==> config.mk <==
export PLATFORM = sky130hd
export DESIGN_NAME = uart_rx_unit
export DESIGN_NICKNAME = d
export VERILOG_FILES = /design/src/rtl/uart_rx_pkg.sv /design/src/rtl/uart_rx_ticker.sv /design/src/rtl/uart_rx_ctrl.sv /design/src/rtl/uart_rx_dpath.sv /design/src/rtl/uart_rx_unit.sv
export SDC_FILE = /design/constraint.sdc
export NUM_CORES = 1
export LEC_CHECK = 0
export BUFFER_PORTS_ARGS = -buffer_cell sky130_fd_sc_hd__buf_4
export CAP_MARGIN = 20
export CELL_PAD_IN_SITES_DETAIL_PLACEMENT = 1
export CELL_PAD_IN_SITES_GLOBAL_PLACEMENT = 2
export CORE_ASPECT_RATIO = 0.6
export CORE_MARGIN = 5
export CORE_UTILIZATION = 43
export CTS_BUF_LIST = sky130_fd_sc_hd__clkbuf_4 sky130_fd_sc_hd__clkbuf_8
export DETAILED_ROUTE_END_ITERATION = 10
export PLACE_DENSITY_LB_ADDON = 0.1
export SKIP_CTS_REPAIR_TIMING = 1
export SYNTH_ARGS = -nofsm -noshare
export SYNTH_HDL_FRONTEND = slang
export SYNTH_SLANG_ARGS = --single-unit
==> constraint.sdc <==
create_clock -name clk -period 5.1 [get_ports clk]
set_clock_uncertainty 0.1 [all_clocks]
set_input_delay 0.255 -clock clk [delete_from_list [all_inputs] [get_ports clk]]
set_output_delay 0.255 -clock clk [all_outputs]
set_load 0.02 [all_outputs]
==> src/rtl/uart_rx_pkg.sv <==
package uart_rx_pkg;

  // strobes from control to datapath
  typedef struct packed {
    logic capture;  // take one vote sample
    logic shift;    // push voted data bit into the shifter
    logic commit;   // stop bit decided, finish character
    logic nineBit;  // character carries nine data bits
  } rxStrobe_t;

  typedef enum logic [1:0] {
    RX_IDLE,
    RX_START,
    RX_DATA,
    RX_STOP
  } rxState_t;

endpackage

==> src/rtl/uart_rx_ticker.sv <==
module uart_rx_ticker #(
  parameter int DIV_W = 8
) (
  input  logic             clk,
  input  logic             rstN,
  input  logic             enable,
  input  logic [DIV_W-1:0] divisor,
  output logic             tick
);

  logic [DIV_W-1:0] divCnt;
  logic             wrapNow;

  // compare with >= so a smaller divisor written mid-count takes effect at once
  assign wrapNow = (divCnt >= divisor);
  assign tick    = enable && wrapNow;

  always_ff @(posedge clk or negedge rstN) begin
    if (!rstN) begin
      divCnt <= '0;
    end else if (!enable || wrapNow) begin
      divCnt <= '0;
    end else begin
      divCnt <= divCnt + DIV_W'(1);
    end
  end

endmodule

==> src/rtl/uart_rx_ctrl.sv <==
module uart_rx_ctrl
  import uart_rx_pkg::*;
#(
  parameter int DATA_W     = 8,
  parameter int OVERSAMPLE = 16
) (
  input  logic       clk,
  input  logic       rstN,
  input  logic       enable,
  input  logic       tick,
  input  logic       nineMode,
  input  logic       lineNow,
  input  logic       voteBit,
  output rxStrobe_t  strobe
);

  localparam int CNT_W   = $clog2(OVERSAMPLE);
  localparam int MID     = OVERSAMPLE / 2;
  localparam int VOTE_LO = MID - 1;
  localparam int VOTE_HI = MID + 1;
  localparam int DECIDE  = MID + 2;
  localparam int LAST    = OVERSAMPLE - 1;
  localparam int BIT_W   = $clog2(DATA_W + 1);

  rxState_t         state;
  logic [CNT_W-1:0] sampleCnt;
  logic [BIT_W-1:0] bitCnt;
  logic [BIT_W-1:0] lastBit;
  logic             prevLine;
  logic             nineLatch;
  logic             atDecide;
  logic             atLast;
  logic             inVote;

  assign atDecide = tick && (sampleCnt == CNT_W'(DECIDE));
  assign atLast   = (sampleCnt == CNT_W'(LAST));
  assign inVote   = (sampleCnt >= CNT_W'(VOTE_LO)) && (sampleCnt <= CNT_W'(VOTE_HI));
  assign lastBit  = nineLatch ? BIT_W'(DATA_W) : BIT_W'(DATA_W - 1);

  always_comb begin
    strobe         = '0;
    strobe.capture = tick && (state != RX_IDLE) && inVote;
    strobe.shift   = atDecide && (state == RX_DATA);
    strobe.commit  = atDecide && (state == RX_STOP);
    strobe.nineBit = nineLatch;
  end

  always_ff @(posedge clk or negedge rstN) begin
    if (!rstN) begin
      state     <= RX_IDLE;
      sampleCnt <= '0;
      bitCnt    <= '0;
      prevLine  <= 1'b1;
      nineLatch <= 1'b0;
    end else if (!enable) begin
      state     <= RX_IDLE;
      sampleCnt <= '0;
      bitCnt    <= '0;
      prevLine  <= 1'b1;
    end else if (tick) begin
      prevLine <= lineNow;
      if (state == RX_IDLE) begin
        if (prevLine && !lineNow) begin
          state     <= RX_START;
          sampleCnt <= CNT_W'(1);
          bitCnt    <= '0;
          nineLatch <= nineMode;
        end
      end else if (atDecide && ((state == RX_START && voteBit) || state == RX_STOP)) begin
        // false start, or stop bit decided early to catch the next edge
        state     <= RX_IDLE;
        sampleCnt <= '0;
      end else begin
        sampleCnt <= atLast ? '0 : sampleCnt + CNT_W'(1);
        if (atLast) begin
          if (state == RX_START) begin
            state  <= RX_DATA;
            bitCnt <= '0;
          end else if (state == RX_DATA) begin
            if (bitCnt == lastBit) state <= RX_STOP;
            else bitCnt <= bitCnt + BIT_W'(1);
          end
        end
      end
    end
  end

endmodule

==> src/rtl/uart_rx_dpath.sv <==
module uart_rx_dpath
  import uart_rx_pkg::*;
#(
  parameter int DATA_W = 8
) (
  input  logic              clk,
  input  logic              rstN,
  input  logic              rxLine,
  input  logic              readStrobe,
  input  rxStrobe_t         strobe,
  output logic              lineNow,
  output logic              voteBit,
  output logic [DATA_W-1:0] rxData,
  output logic              rxBit8,
  output logic              rxDone,
  output logic              overrunFlag,
  output logic              frameErr
);

  localparam int SH_W = DATA_W + 1;

  logic [1:0]      syncReg;
  logic [2:0]      votes;
  logic [SH_W-1:0] shifter;
  logic            holdBusy;

  assign lineNow  = syncReg[1];
  assign voteBit  = (votes[0] & votes[1]) | (votes[0] & votes[2]) | (votes[1] & votes[2]);
  assign holdBusy = rxDone && !readStrobe;

  always_ff @(posedge clk or negedge rstN) begin
    if (!rstN) begin
      syncReg <= 2'b11;
      votes   <= 3'b111;
      shifter <= '0;
    end else begin
      syncReg <= {syncReg[0], rxLine};
      if (strobe.capture) votes <= {votes[1:0], lineNow};
      if (strobe.shift) shifter <= {voteBit, shifter[SH_W-1:1]};
    end
  end

  always_ff @(posedge clk or negedge rstN) begin
    if (!rstN) begin
      rxData      <= '0;
      rxBit8      <= 1'b0;
      rxDone      <= 1'b0;
      overrunFlag <= 1'b0;
      frameErr    <= 1'b0;
    end else if (strobe.commit) begin
      if (holdBusy) begin
        overrunFlag <= 1'b1;
      end else begin
        rxData      <= strobe.nineBit ? shifter[DATA_W-1:0] : shifter[SH_W-1:1];
        rxBit8      <= strobe.nineBit & shifter[SH_W-1];
        rxDone      <= 1'b1;
        overrunFlag <= 1'b0;
        frameErr    <= ~voteBit;
      end
    end else if (readStrobe) begin
      rxDone <= 1'b0;
    end
  end

endmodule

==> src/rtl/uart_rx_unit.sv <==
module uart_rx_unit
  import uart_rx_pkg::*;
#(
  parameter int DATA_W     = 8,
  parameter int DIV_W      = 8,
  parameter int OVERSAMPLE = 16
) (
  input  logic              clk,
  input  logic              rstN,
  input  logic              rxLine,
  input  logic              rxEnable,
  input  logic              nineBitMode,
  input  logic [DIV_W-1:0]  divisor,
  input  logic              readStrobe,
  output logic [DATA_W-1:0] rxData,
  output logic              rxBit8,
  output logic              rxDone,
  output logic              overrunFlag,
  output logic              frameErr
);

  rxStrobe_t strobe;
  logic      tick;
  logic      lineNow;
  logic      voteBit;
  logic      commitNow;

  assign commitNow = strobe.commit;

  uart_rx_ticker #(.DIV_W(DIV_W)) ticker (
    .clk(clk), .rstN(rstN), .enable(rxEnable), .divisor(divisor), .tick(tick)
  );

  uart_rx_ctrl #(.DATA_W(DATA_W), .OVERSAMPLE(OVERSAMPLE)) ctrl (
    .clk(clk), .rstN(rstN), .enable(rxEnable), .tick(tick), .nineMode(nineBitMode),
    .lineNow(lineNow), .voteBit(voteBit), .strobe(strobe)
  );

  uart_rx_dpath #(.DATA_W(DATA_W)) dpath (
    .clk(clk), .rstN(rstN), .rxLine(rxLine), .readStrobe(readStrobe), .strobe(strobe),
    .lineNow(lineNow), .voteBit(voteBit), .rxData(rxData), .rxBit8(rxBit8),
    .rxDone(rxDone), .overrunFlag(overrunFlag), .frameErr(frameErr)
  );

endmodule

==> impl_metrics.env <==
export IMPL_postLayoutSetupSlackWorst_ps=2270
export IMPL_crit_required_ps=5170
export IMPL_antenna_found_initial=0
export IMPL_async_flop_share=1.00
export IMPL_layout_nets=284
export IMPL_via_per_inst=5.32
export IMPL_wl_met1_microns=2750
export IMPL_numCtsBuffers=5
export IMPL_ir_drop_mv=0.156
export IMPL_die_area_sq_mm=0.00734
export IMPL_synthDistinctLibCells=51
export IMPL_clockRootBuffer="clkbuf_8"
export IMPL_powerDensity_mw_per_mm2=259
export IMPL_hold_class="in -> reg"
export IMPL_run_status="complete, no violations"
export IMPL_period_minus_slack_ps=2830
export IMPL_dp_slack_ps=2290
export IMPL_initial_utilization=0.441
export IMPL_netlist_area_leader_share=0.410
export IMPL_drive_gt1_frac=0.245
export IMPL_clk_pin_slew_worst_paths_ps=90
export IMPL_power_switching_mw=0.205
export IMPL_yosysWarnings=0
export IMPL_synthTopCellsByArea="dfrtp_1 (41%), ha_1 (7.2%), dfstp_2 (6.5%), mux2_2 (4.6%), o21ai_0 (3.7%)"
export IMPL_route_met2_wl_microns=2240
export IMPL_timing_fmax_mhz=353
export IMPL_ant_nets=0
export IMPL_yosysTopAreaCell="dfrtp_1"
export IMPL_io_buffers=25
export IMPL_rsz0062_at_grt="no"
export IMPL_grt_pass1_vias=1737
export IMPL_die_w_microns=107
export IMPL_cts_htree_levels=2
export IMPL_crit_type="reg -> reg"
export IMPL_max_cap_violations=0
export IMPL_p_clk_frac=0.312
export IMPL_wl_microns=5220
export IMPL_n_antenna_cell=0
export IMPL_first_pass_iters=4
export IMPL_synth_area_sq_mm=0.00244
export IMPL_cts_tree="yes"
export IMPL_cp_end_kind="flip-flop"
export IMPL_synth_nets=256
export IMPL_crit_path_start="ticker.divCnt[0]"
export IMPL_worstHoldStart="nineBitMode"
export IMPL_combPwrFrac=0.137
export IMPL_clk_latency_ps=300
export IMPL_place_gp_congestion=0.793
export IMPL_syn_area_per_cell_sq_um=10.7
export IMPL_overflow=0
export IMPL_dp_hpwl_microns=3860
export IMPL_die_h_microns=68.4
export IMPL_grt_usage=0.156
export IMPL_cts_sinks=46
export IMPL_area_growth_pct=15.0
export IMPL_hold_violations=0
export IMPL_drcViolationCount=0
export IMPL_io_pins=26
export IMPL_synthFlopType="dfrtp_1"
export IMPL_start_kind="flip-flop"
export IMPL_setup_tns_final_ps=0
export IMPL_p_int_mw=0.521
export IMPL_pwr_share_seq=0.552
export IMPL_drv_slew=0
export IMPL_core_sq_mm=0.00554
export IMPL_wl_per_cell_microns=15.5
export IMPL_grt_pass1_wl_microns=8820
export IMPL_grt_max_degree=47
export IMPL_fillers=621
export IMPL_synth_enable_flop_cells=0
export IMPL_final_cell_mix="dfrtp_1 (40), buf_4 (25), nand2_1 (20)"
export IMPL_period_share=0.555
export IMPL_arrival_ps=2910
export IMPL_leakage_nw=1.35
export IMPL_syn_inst=228
export IMPL_slew_headroom=0.415
export IMPL_final_common_cell="dfrtp_1"
export IMPL_vias=1794
export IMPL_finalPower_mw=0.726
export IMPL_ys_ff_latch=46
export IMPL_first_iter_violations=69
export IMPL_highest_layer="met4"
export IMPL_worstMarginPinSlew_ps=873
export IMPL_ys_seq_area_frac=0.474
export IMPL_ctsLongestPathBuffers=2
export IMPL_cp_max_fo=11
export IMPL_setup_viol=0
export IMPL_swShare=0.283
export IMPL_r2r_start="ticker.divCnt[0]"
export IMPL_wl_met3_microns=190
export IMPL_rows=21
cell type report:
type                       instances  area, sq um  area share
sequential                        46         1160       0.412
clock buffer                       6         76.3      0.0272
timing repair buffer              27          208      0.0739
inverter                          12         45.0      0.0160
clock inverter                     2         10.0     0.00356
multi-input combinational        164         1210       0.431
tap                               80          100      0.0356
kinds of logic after synthesis:
logic type,after synthesis,share of synthesized area
buffers and inverters,18,0.0297
AO/OA/AOI/OAI,47,0.140
AND/OR/NAND/NOR,75,0.161
flip-flops,46,0.474
adder cells (fa/ha/maj),15,0.0758
multiplexers,21,0.0973
XOR/XNOR,6,0.0215
routing by layer:
| layer | up-vias | global-route usage |
|---|---|---|
| met3 | 5 | 0.0368 |
| met2 | 30 | 0.231 |
| met4 | 0 | 0.0431 |
| met5 | - | 0 |
| met1 | 886 | 0.228 |
| li1 | 873 | - |
Yosys cell counts, drive strengths merged, types with 3 or more instances:
cell type,number
a21oi,3
and3,5
clkbuf,4
dfrtp,40
dfstp,6
ha,14
inv,12
mux2,13
mux2i,8
nand2,22
nand2b,6
nand3,11
nand4,4
nor2,15
nor3b,3
o21ai,21
o31ai,5
xor2,5
registers in the layout (all words and copies together) (netlist names), 2 cells and up:
name / flops
dpath.votes: 3
ctrl.state: 2
ctrl.sampleCnt: 4
ticker.divCnt: 8
dpath.shifter: 9
dpath.syncReg: 2
dpath.rxData: 8
ctrl.bitCnt: 4
final timing paths:
path | depth (start not counted) | slack [ps] | endpoint
setup / recovery | 8 | 2270 | ctrl.sampleCnt[2]
setup reg to reg | 8 | 2270 | ctrl.sampleCnt[2]
min in group asynchronous | 2 | 390 | ctrl.sampleCnt[0]
hold / removal | 2 | 90 | ctrl.nineLatch
max in group asynchronous | 2 | 4100 | ticker.divCnt[6]
hold reg to reg | 0 | 260 | dpath.syncReg[1]
power groups by stage:
| stage | Sequential, mW | Combinational, mW | Clock [mW] |
|---|---|---|---|
| floorplan | 0.392 | 0.0774 | 0 |
| global placement | 0.409 | 0.0984 | 0 |
| detailed placement | 0.407 | 0.0983 | 0 |
| CTS | 0.400 | 0.0990 | 0.230 |
| global route | 0.404 | 0.112 | 0.246 |
| finish | 0.401 | 0.0993 | 0.226 |
through the flow:
stage,hold slack [ps],instance area (sq um),util,cells
global route,79.0,2810,0.507,337
detailed placement,204,2700,0.487,327
CTS,-117,2790,0.503,335
global placement,204,2700,0.487,327
finish,85.0,2810,0.507,337
floorplan,-141,2440,-,228
worst max-delay path, stage by stage (launching register included):
cell and delay (ps):
dfrtp_1 440, inv_1 60, ha_1 260, nand2b_1 180
a2111oi_4 410, o21ai_4 170, a31oi_1 750, nand2b_1 240
o21ai_0 110
Note: power is estimated with default switching activity, not from simulation.
